**config.mk**
```make
export PLATFORM = sky130hd
export DESIGN_NAME = sysclk_ratio_div
export DESIGN_NICKNAME = d
export VERILOG_FILES = /design/src/rtl/sclk_pkg.sv /design/src/rtl/cdiv_regs.sv /design/src/rtl/cdiv_engine.sv /design/src/rtl/cdiv_usb.sv /design/src/rtl/sysclk_ratio_div.sv
export SDC_FILE = /design/constraint.sdc
export NUM_CORES = 1
export LEC_CHECK = 0
export ABC_CLOCK_PERIOD_IN_PS = 2200
export BUFFER_PORTS_ARGS = -buffer_cell sky130_fd_sc_hd__buf_2
export CAP_MARGIN = 30
export CORE_UTILIZATION = 30
export DETAILED_ROUTE_END_ITERATION = 7
export GPL_TIMING_DRIVEN = 0
export PLACE_DENSITY_LB_ADDON = 0.1
export SYNTH_ARGS = -nofsm -noshare
export SYNTH_HDL_FRONTEND = slang
export SYNTH_SLANG_ARGS = --single-unit
export TNS_END_PERCENT = 50
```
**constraint.sdc**
```tcl
create_clock -name clk -period 2.2 [get_ports clk]
set_input_delay 0.11 -clock clk [delete_from_list [all_inputs] [get_ports clk]]
set_output_delay 0.11 -clock clk [all_outputs]
set_load 0.005 [all_outputs]
```
**src/rtl/sclk_pkg.sv**
```systemverilog
package sclk_pkg;
  localparam int REG_W     = 16;
  localparam int DIV_W     = 4;
  localparam int PDIV_W    = 2;
  localparam int CTL_PER   = 0;
  localparam int CTL_CODE  = 1;
  localparam int CTL_USB   = 3;
  localparam int AUX_SIX   = 8;
  localparam int AUX_EIGHT = 9;
  localparam int AUX_CORE  = 12;

  typedef struct packed {
    logic [1:0] code;
    logic       per_half;
    logic       usb_half;
    logic       six;
    logic       eight;
    logic       core_bus;
  } ratio_cfg_t;

  function automatic logic [DIV_W-1:0] bus_divisor(ratio_cfg_t c);
    case (c.code)
      2'd0:    bus_divisor = DIV_W'(1);
      2'd1:    bus_divisor = DIV_W'(2);
      2'd2:    bus_divisor = c.eight ? DIV_W'(8) : DIV_W'(4);
      default: bus_divisor = c.six   ? DIV_W'(6) : DIV_W'(3);
    endcase
  endfunction
endpackage

```
**src/rtl/cdiv_regs.sv**
```systemverilog
module cdiv_regs
  import sclk_pkg::*;
#(
  parameter int W = REG_W
) (
  input  logic         clk,
  input  logic         rst,
  input  logic         wr_en,
  input  logic         wr_sel,
  input  logic [W-1:0] wr_data,
  output ratio_cfg_t   cfg_o
);
  logic [W-1:0] ctl_q, aux_q;

  always_ff @(posedge clk) begin
    if (rst) begin
      ctl_q <= '0;
      aux_q <= '0;
    end else if (wr_en) begin
      if (wr_sel) aux_q <= wr_data;
      else        ctl_q <= wr_data;
    end
  end

  always_comb begin
    cfg_o.code     = ctl_q[CTL_CODE +: 2];
    cfg_o.per_half = ctl_q[CTL_PER];
    cfg_o.usb_half = ctl_q[CTL_USB];
    cfg_o.six      = aux_q[AUX_SIX];
    cfg_o.eight    = aux_q[AUX_EIGHT];
    cfg_o.core_bus = aux_q[AUX_CORE];
  end
endmodule

```
**src/rtl/cdiv_engine.sv**
```systemverilog
module cdiv_engine
  import sclk_pkg::*;
(
  input  logic              clk,
  input  logic              rst,
  input  ratio_cfg_t        cfg_i,
  output logic              bus_en_o,
  output logic              per_en_o,
  output logic              cpu_en_o,
  output logic              core_bus_o,
  output logic              async_o,
  output logic [DIV_W-1:0]  bdiv_o,
  output logic [PDIV_W-1:0] pdiv_o
);
  ratio_cfg_t        eff_q;
  logic [DIV_W-1:0]  bdiv_q, cnt_q, nb;
  logic [PDIV_W-1:0] pdiv_q, np;
  logic              ph_q, hit, bnd;

  assign hit = (cnt_q == '0);
  assign bnd = hit && !ph_q;
  assign nb  = bus_divisor(cfg_i);
  assign np  = cfg_i.per_half ? PDIV_W'(2) : PDIV_W'(1);

  always_ff @(posedge clk) begin
    if (rst) begin
      eff_q    <= '0;
      bdiv_q   <= DIV_W'(1);
      pdiv_q   <= PDIV_W'(1);
      cnt_q    <= '0;
      ph_q     <= 1'b0;
      bus_en_o <= 1'b0;
      per_en_o <= 1'b0;
      cpu_en_o <= 1'b0;
    end else begin
      bus_en_o <= hit;
      per_en_o <= bnd;
      cpu_en_o <= eff_q.core_bus ? hit : 1'b1;
      if (bnd) begin
        eff_q  <= cfg_i;
        bdiv_q <= nb;
        pdiv_q <= np;
        cnt_q  <= (nb == DIV_W'(1)) ? '0 : DIV_W'(1);
        ph_q   <= (np == PDIV_W'(2));
      end else if (hit) begin
        cnt_q  <= (bdiv_q == DIV_W'(1)) ? '0 : DIV_W'(1);
        ph_q   <= 1'b0;
      end else begin
        cnt_q  <= (cnt_q + DIV_W'(1) == bdiv_q) ? '0 : cnt_q + DIV_W'(1);
      end
    end
  end

  assign bdiv_o     = bdiv_q;
  assign pdiv_o     = pdiv_q;
  assign async_o    = (eff_q.code != 2'd0);
  assign core_bus_o = eff_q.core_bus;


  per_aligned_chk: assert property (@(posedge clk) disable iff (rst)
    per_en_o |-> bus_en_o);

  ratio_switch_chk: assert property (@(posedge clk) disable iff (rst)
    !$stable(bdiv_q) |-> bus_en_o && per_en_o);

  async_mode_chk: assert property (@(posedge clk) disable iff (rst)
    async_o == (bdiv_o != DIV_W'(1)));

  cpu_follow_chk: assert property (@(posedge clk) disable iff (rst)
    core_bus_o |-> (cpu_en_o == bus_en_o));
endmodule

```
**src/rtl/cdiv_usb.sv**
```systemverilog
module cdiv_usb (
  input  logic clk,
  input  logic rst,
  input  logic half_i,
  input  logic tick_i,
  output logic tick_o
);
  logic ph_q;

  always_ff @(posedge clk) begin
    if (rst) begin
      ph_q   <= 1'b0;
      tick_o <= 1'b0;
    end else begin
      tick_o <= tick_i && (!half_i || !ph_q);
      if (!half_i)     ph_q <= 1'b0;
      else if (tick_i) ph_q <= ~ph_q;
    end
  end


  usb_pass_chk: assert property (@(posedge clk) disable iff (rst)
    tick_o |-> $past(tick_i));
endmodule

```
**src/rtl/sysclk_ratio_div.sv**
```systemverilog
module sysclk_ratio_div
  import sclk_pkg::*;
#(
  parameter int DATA_W = REG_W
) (
  input  logic              clk,
  input  logic              rst,
  input  logic              wr_en,
  input  logic              wr_sel,
  input  logic [DATA_W-1:0] wr_data,
  input  logic              usb_tick_i,
  output logic              bus_en_o,
  output logic              per_en_o,
  output logic              cpu_en_o,
  output logic              cpu_src_bus_o,
  output logic              usb_tick_o,
  output logic              async_bus_o,
  output logic [DIV_W-1:0]  bus_div_o,
  output logic [PDIV_W-1:0] per_div_o
);
  ratio_cfg_t cfg;

  cdiv_regs #(.W(DATA_W)) u_regs (
    .clk(clk), .rst(rst), .wr_en(wr_en), .wr_sel(wr_sel),
    .wr_data(wr_data), .cfg_o(cfg)
  );

  cdiv_engine u_engine (
    .clk(clk), .rst(rst), .cfg_i(cfg),
    .bus_en_o(bus_en_o), .per_en_o(per_en_o), .cpu_en_o(cpu_en_o),
    .core_bus_o(cpu_src_bus_o), .async_o(async_bus_o),
    .bdiv_o(bus_div_o), .pdiv_o(per_div_o)
  );

  cdiv_usb u_usb (
    .clk(clk), .rst(rst), .half_i(cfg.usb_half),
    .tick_i(usb_tick_i), .tick_o(usb_tick_o)
  );
endmodule

```
# Word level (Yosys, flattened, before mapping)
# Index checks and enable logic that the tools add are counted.
[classes]
add_sub_neg = 1
eq_ne = 6
muxes = 12
n_bitwise = 3
reduce_logical = 13
[ops]
columns = ["op", "n"]
rows = [
  ["two-way mux 4 bit", 4],
  ["one-hot mux 4 bit (3 select lines)", 1],
  ["equality test 4 x 1 -> 1 bit, second input constant", 2],
  ["two-way mux 1 bit", 5],
  ["adder 4 x 1 -> 4 bit, second input constant", 1],
  ["equality test 2 bit, second input constant", 2],
  ["equality test 4 bit", 1],
  ["zero test 4 bit", 1],
  ["AND reduction 2 bit", 2],
  ["nonzero test 2 bit", 2],
  ["zero test 1 bit", 3],
  ["two-way mux 3 bit", 1],
  ["inverter 1 bit", 3],
  ["equality test 2 x 1 -> 1 bit, second input constant", 1],
  ["logical AND 1 bit", 2],
  ["zero test 2 bit", 1],
  ["two-way mux 2 bit", 1],
  ["OR reduction 2 bit", 1],
  ["logical OR 1 bit", 1],
]
[word_totals]
reg_bits = 36
inputBits = 21

# Longest topological paths before layout
# Gate-level depths: netlist (run 1).
[logic_depth]
ltp_word = 5
depth_mapped = 7
mapped_depth_nobuf = 6

# Hierarchy
# A second synthesis (run 1) with hierarchy kept.
[hier_totals]
hier_cells = 120
hier_area_um2 = 1154.9
[by_module_without_submodules]
columns = ["mod", "n_inst", "cells_per_inst", "area_each_um2", "seq_area_each_um2"]
rows = [
  ["cdiv_engine", 1, 82, 734.5, 340.3],
  ["cdiv_regs", 1, 32, 347.8, 140.1],
  ["cdiv_usb", 1, 6, 72.6, 40.0],
]

# Least setup slack after synthesis (run 1)
# OpenSTA, ideal clock, no wires.
[synth_path]
path_type = "register -> register"
startpoint = "register u_engine.cnt_q[0]"
endpoint = "register u_engine.cnt_q[0]"
t_arrival_ps = 1336
required_ps = 2065
path_slack_ps = 728
stages_incl_launch_ff = 6
path_buffers = 0
path_cell_list = "dfxtp_1 inv_1 ha_1 xor2_1 nor4_2 o41ai_1"
[synth_between]
elab_chain_len = 5
word_cells_on_any_way = 7
[synth_rtl]
columns = ["element", "line", "text"]
rows = [
  ["start, declared", "cdiv_engine.sv:16", "logic [DIV_W-1:0] bdiv_q, cnt_q, nb;"],
  ["start signal, assigned", "cdiv_engine.sv:43", "cnt_q <= (nb == DIV_W'(1)) ? '0 : DIV_W'(1);"],
  ["start signal, assigned", "cdiv_engine.sv:46", "cnt_q <= (bdiv_q == DIV_W'(1)) ? '0 : DIV_W'(1);"],
  ["start signal, assigned", "cdiv_engine.sv:49", "cnt_q <= (cnt_q + DIV_W'(1) == bdiv_q) ? '0 : cnt_q + DIV_W'(1);"],
  ["adder 4 x 1 -> 4 bit", "cdiv_engine.sv:49", ""],
  ["equality test 4 bit", "cdiv_engine.sv:49", ""],
  ["two-way mux 4 bit", "cdiv_engine.sv:49", ""],
  ["two-way mux 4 bit", "cdiv_engine.sv:45", "end else if (hit) begin"],
  ["two-way mux 4 bit (*)", "cdiv_engine.sv:39", "if (bnd) begin"],
]
# Every way passes the cells marked *; elsewhere a longest branch is shown, timed or not.
# A chain may end at the register's enable or synchronous reset.

# Final worst setup path (run 1)
[layout_path]
startpoint = "register u_engine.cnt_q[0]"
endpoint = "register u_engine.bdiv_q[0], in the netlist u_engine.bdiv_o[0]"
[layout_between]
elab_chain_len = 2
[layout_rtl]
columns = ["element", "line", "text"]
rows = [
  ["zero test 4 bit", "cdiv_engine.sv:20", "assign hit = (cnt_q == '0);"],
  ["logical AND 1 bit", "cdiv_engine.sv:21", "assign bnd = hit && !ph_q;"],
  ["end signal, assigned", "cdiv_engine.sv:41", "bdiv_q <= nb;"],
  ["end, declared", "cdiv_engine.sv:16", ""],
]
# Every way passes these cells.

==> metrics, run 1 <==
vias in the first global route 801; CTS Buf Count 3; PortBufs 22; worst hold margin approximately 5.4 ps; Syn-to-layout area delta 22.7%; placed cells around 180; Synthesis Warnings 0; Worst-Margin Slew ~540 ps; Post-Synthesis Cells 116; sequential share of the synthesized area 49.3%; synthesized area ~1100 um2; clock-pin slew on the worst setup and hold paths roughly 150 ps; Die X slightly above 60 um; DR iter-0 viols 12; critical path capture point type flop; syn avg cell area around 9.1 um2; Antenna Cells 0; DRC Markers 0; Final TNS setup 0 ps; Setup Buffers After CTS 0; Max Fclk between 0.5 and 0.6 GHz; status completed; number of placement rows 21; max_cap viols 0; Clock Path Buffers 2; Final Hold Violating Endpoints 0; Clock Tree Root clkbuf_4; DRT Pass-1 Iters 4; power per cell area a little under 900 nW/um2; drt via density approximately 4.6; CP startpoint kind flop; most common cell after layout, fill and taps aside dfxtp_1; num ports 33; first-pass GRT wire length about 3700 um; wire per inst ~11 um; worst hold path type input port to flop; crit path DAT approximately 2000 ps; Post-Route WL roughly 2200 um; layout cells sized above 1 21.5%; # setup viols final 0; Post-DRT Antenna Nets 0; routed via count between 800 and 900; DIE HEIGHT ~61 um; grt ovf 0; Synth cell types 29; leak pwr 0.000534 uW; Worst-Skew Late Latency around 330 ps; cts repair resizes 0; post-layout net count between 150 and 200; Final Skew 3.44 ps; largest net degree at the start of global routing 16; flops & latches, synth 26; worst vdd ir around 320 uV; DPL Wire Length 1600 um; WP data required approximately 2400 ps; GPL Wtd Cong approximately 0.73; initial antenna violation count 0; CTS tree done; GRT Total Usage a little over an eighth; post-route clock period utilization 78.8%; Starting Density between 30% and 40%; Sink Count 26; Final min period between 1500 and 2000 ps; RSZ-0062 raised after global routing false; fin cells 190; kind of critical path flop to flop; worst-case reg-to-reg path depth 7; critical path fanouts, max 9; commonest cells after routing, fill and taps aside 26 x dfxtp_1, 23 x buf_2, 19 x nand2_1, 13 x a21oi_1, 10 x nor2_1; Synthesized Nets about 140; H-tree depth 1; max-slew violation count 0; Worst slew margin 64.0%; core area ~3400 um2; hold path cells 3; # fillers 400; die area 3760 um2
-- final cells by class --
cell class	instances	area (um2)	area share [%]
sequential	26	520	40.2
tap	46	57.6	4.44
inverter	3	11.3	0.869
clock inverter	1	30.0	2.32
clock buffer	3	22.5	1.74
multi-input combinational	81	500	38.6
timing repair buffer	24	130	10.0
buffer	6	23.8	1.83
-- metrics by stage --
stage	utilization (%)	area, um2	worst slack, ps	total power (uW)
2_1_floorplan	-	1060	728	724
3_3_place_gp	36.4	1220	514	802
3_5_place_dp	36.4	1220	461	807
4_1_cts	38.5	1300	440	1150
5_1_grt	38.5	1300	343	1200
6_report	38.5	1300	466	1130
-- routing by layer --
metal	GRT usage [%]	vias to the layer above	wire, um
li1	-	451	-
met5	0	-	0
met2	21.3	18	989
met3	1.89	5	81
met4	6.67	0	47
met1	18.4	392	1060
-- where the power goes --
group          switching [uW]  internal [uW]
sequential               28.7            508
clock                     153            184
combinational             149            110
-- synthesized netlist by cell type --
| cell type | instances | area (um2) |
|---|---|---|
| dfxtp_1 | 26 | 521 |
| nand2_1 | 19 | 71.3 |
| a21oi_1 | 13 | 65.1 |
| nor2_1 | 10 | 37.5 |
| clkbuf_1 | 5 | 18.8 |
| nand3_1 | 5 | 25.0 |
| xnor2_1 | 5 | 43.8 |
| mux2i_1 | 4 | 40.0 |
| inv_1 | 3 | 11.3 |
| xor2_1 | 3 | 26.3 |
| ha_1 | 2 | 25.0 |
| nand2b_1 | 2 | 12.5 |
| nor4_1 | 2 | 12.5 |
| o21ai_0 | 2 | 10.0 |
| a211oi_1 | 1 | 7.51 |
| buf_2 | 1 | 5.00 |
| nand3b_1 | 1 | 7.51 |
| nand4b_1 | 1 | 8.76 |
| nor2b_1 | 1 | 6.26 |
| nor3_1 | 1 | 5.00 |
| nor3b_1 | 1 | 7.51 |
| nor3b_2 | 1 | 12.5 |
| nor4_2 | 1 | 12.5 |
| nor4b_1 | 1 | 8.76 |
| nor4b_4 | 1 | 23.8 |
| o21bai_1 | 1 | 7.51 |
| o311ai_0 | 1 | 8.76 |
| o41ai_1 | 1 | 8.76 |
| or2_2 | 1 | 6.26 |
-- critical path, cell delays in order (launching register included) --
cell and delay [ps]:
dfxtp_1 390, inv_1 70, ha_1 180, nor3b_2 380, nand2b_1 90, clkbuf_1 220, nor3_1 240, o21bai_1 70
-- timing repair --
| item | in CTS | in global routing |
|---|---|---|
| hold endpoints to repair | 2 | 0 |
| setup endpoints to repair | 0 | 0 |
| hold buffers | 2 | 0 |
-- kinds of logic after synthesis --
group	count (synthesis)	share of synthesized area (%)
flip-flops	26	49.3
multiplexers	4	3.79
buffers and inverters	9	3.32
XOR/XNOR	8	6.64
AO/OA/AOI/OAI	19	10.2
adder cells (fa/ha/maj)	2	2.37
AND/OR/NAND/NOR	48	24.4
-- final timing paths --
check / startpoint / end / slack (ps)
worst max-delay path: u_engine.cnt_q[0] / u_engine.bdiv_o[0] / 470
worst min-delay path: wr_data[3] / u_regs.ctl_q[3] / 5
worst min register to register: u_usb.ph_q / u_usb.tick_o / 460
worst max register to register: u_engine.cnt_q[0] / u_engine.bdiv_o[0] / 470
-- sequential cells by signal, indices dropped and copies added, names as in the netlist, 2 cells and up --
signal / flops
u_regs.aux_q: 3
u_engine.eff_q: 2
u_regs.ctl_q: 4
u_engine.pdiv_o: 2
u_engine.cnt_q: 4
u_engine.bdiv_o: 4
(Power assumes the default switching activity.)
==> inputs of run 2 (changes only) <==
ABC_CLOCK_PERIOD_IN_PS = 1800   (was 2200)
clock period = 1.8 ns   (was 2.2 ns; I/O delays follow)
==> run 2 against run 1 <==
First-iteration DRC count is 50% higher. Setup slack got worse by 350 ps. Sequential share of layout area decreased by 2.0 points. Clock skew fell by 0.79 ps. Routed wire length up 1.7%. Sequential power increased by 22%. Non-clock buffer count is 6 higher. Register-to-register slack got worse by 350 ps. Critical path type unchanged. Largest cell class unchanged.
==> metrics, run 2 (synthesis results as in run 1) <==
DIE HEIGHT 61.3 um; clock-pin slew on the worst setup and hold paths 150 ps; PortBufs 22; grt ovf 0; max-slew violation count 0; core area around 3400 um2; power per cell area ~1000 nW/um2; CP startpoint kind flop; Setup Buffers After CTS 0; wire per inst 11.3 um; kind of critical path flop to flop; initial antenna violation count 0; largest net degree at the start of global routing 16; Final Hold Violating Endpoints 0; status completed; layout cells sized above 1 between 20% and 30%; vias in the first global route between 800 and 900; Post-DRT Antenna Nets 0; Final TNS setup 0 ps; crit path DAT roughly 1900 ps; Max Fclk 0.595 GHz; Die X just over 60 um; num ports 33; Critical Path Max Stage Delay 390 ps; leak pwr roughly 0.00056 uW; GPL Wtd Cong 0.729; post-layout net count 174; die area between 3000 and 4000 um2; RSZ-0062 raised after global routing false; DR iter-0 viols 18; Sink Count 26; Clock Tree Root clkbuf_4; Worst-Margin Slew about 540 ps; CTS tree done; critical path capture point type flop; # setup viols final 0; first-pass GRT wire length 3730 um; routed via count approximately 900; post-route clock period utilization between 90 and 100%; Worst-Skew Late Latency 330 ps; Final min period ~1700 ps; CTS Buf Count 3; H-tree depth 1; Worst slew margin about 64%; drt via density between 4 and 5; critical path's slowest cell dfxtp_1; number of placement rows 21; critical path fanouts, max 9; worst-path cell chain inv_1 > ha_1 > nor3b_4 > nand2b_1 > clkbuf_1 > nor3_1 > o21bai_1; CP bufs+invs 2; cell family with most CP delay simple AND/OR/NAND/NOR gates; Syn-to-layout area delta 29.0%; Final Skew 2.65 ps; WP data required between 2000 and 2500 ps; Antenna Cells 0; worst vdd ir 394 uV; DRT Pass-1 Iters 4; worst hold path type input port to flop; max_cap viols 0; Clock Path Buffers 2; Starting Density 31.4%; DPL Wire Length about 1600 um; DRC Markers 0; GRT Total Usage a little over an eighth; # fillers about 400; commonest cells after routing, fill and taps aside 26 x dfxtp_1, 23 x buf_2, 19 x nand2_1, 13 x a21oi_1, 10 x nor2_1; post-layout util about two fifths; worst hold margin around 37 ps; most common cell after layout, fill and taps aside dfxtp_1; Post-Route WL approximately 2200 um
run 2: cell types whose count changed in the layout (fill, tap and decap cells not counted), sizes merged:
| cell | previous run | this run |
|---|---|---|
| dlygate4sd3 | 2 | 8 |
run 2: stage by stage:
stage / area [um2] / std cells / total power (uW) / setup slack, ps
after floorplan: 1060 / 116 / 885 / 328
after global placement: 1220 / 184 / 981 / 114
after detailed placement: 1220 / 184 / 987 / 60.9
after CTS: 1360 / 196 / 1410 / 40.4
after global routing: 1360 / 196 / 1490 / 13.1
final: 1360 / 196 / 1410 / 120
run 2: metal layers:
metal	vias to the layer above	part of all wire [%]	track usage (%)	routed length, um
li1	463	-	-	-
met1	410	49	18.3	1080
met5	-	0	0	0
met2	18	46	21.6	1010
met4	0	2.1	6.67	47
met3	5	3.3	1.89	74
run 2: worst paths after layout:
| path | end | from | slack [ps] | cells past startpoint |
|---|---|---|---|---|
| max | u_engine.bdiv_o[0] | u_engine.cnt_q[0] | 120 | 7 |
| min | u_regs.aux_q[12] | wr_en | 40 | 3 |
| max reg2reg | u_engine.bdiv_o[0] | u_engine.cnt_q[0] | 120 | 7 |
| min reg2reg | u_usb.tick_o | u_usb.ph_q | 460 | 1 |
run 2: area by class of cell:
| cell class | instances | area [um2] | share of cell area [%] |
|---|---|---|---|
| clock buffer | 3 | 22.5 | 1.65 |
| tap | 46 | 57.6 | 4.22 |
| multi-input combinational | 81 | 507 | 37.2 |
| timing repair buffer | 30 | 190 | 14.0 |
| buffer | 6 | 23.8 | 1.74 |
| sequential | 26 | 520 | 38.2 |
| inverter | 3 | 11.3 | 0.826 |
| clock inverter | 1 | 30.0 | 2.20 |
run 2: report_power, final:
| group | switching (uW) | internal [uW] | total [uW] | leakage [uW] |
|---|---|---|---|---|
| combinational | 185 | 151 | 337 | 0.000321 |
| clock | 187 | 225 | 412 | 0.0000279 |
| sequential | 35.4 | 621 | 657 | 0.000213 |
run 2: timing repair:
item | 4_1_cts | 5_1_grt
hold endpoints to repair | 8 | 0
gates resized for setup | 0 | 1
setup endpoints to repair | 0 | 1
hold buffers | 8 | 0
run 2: tightest hold or removal path: cells and delay by family:
kind,cells,cell delay [ps]
buffers and inverters,1,120
AND/OR/NAND/NOR,1,70
AO/OA/AOI/OAI,1,50
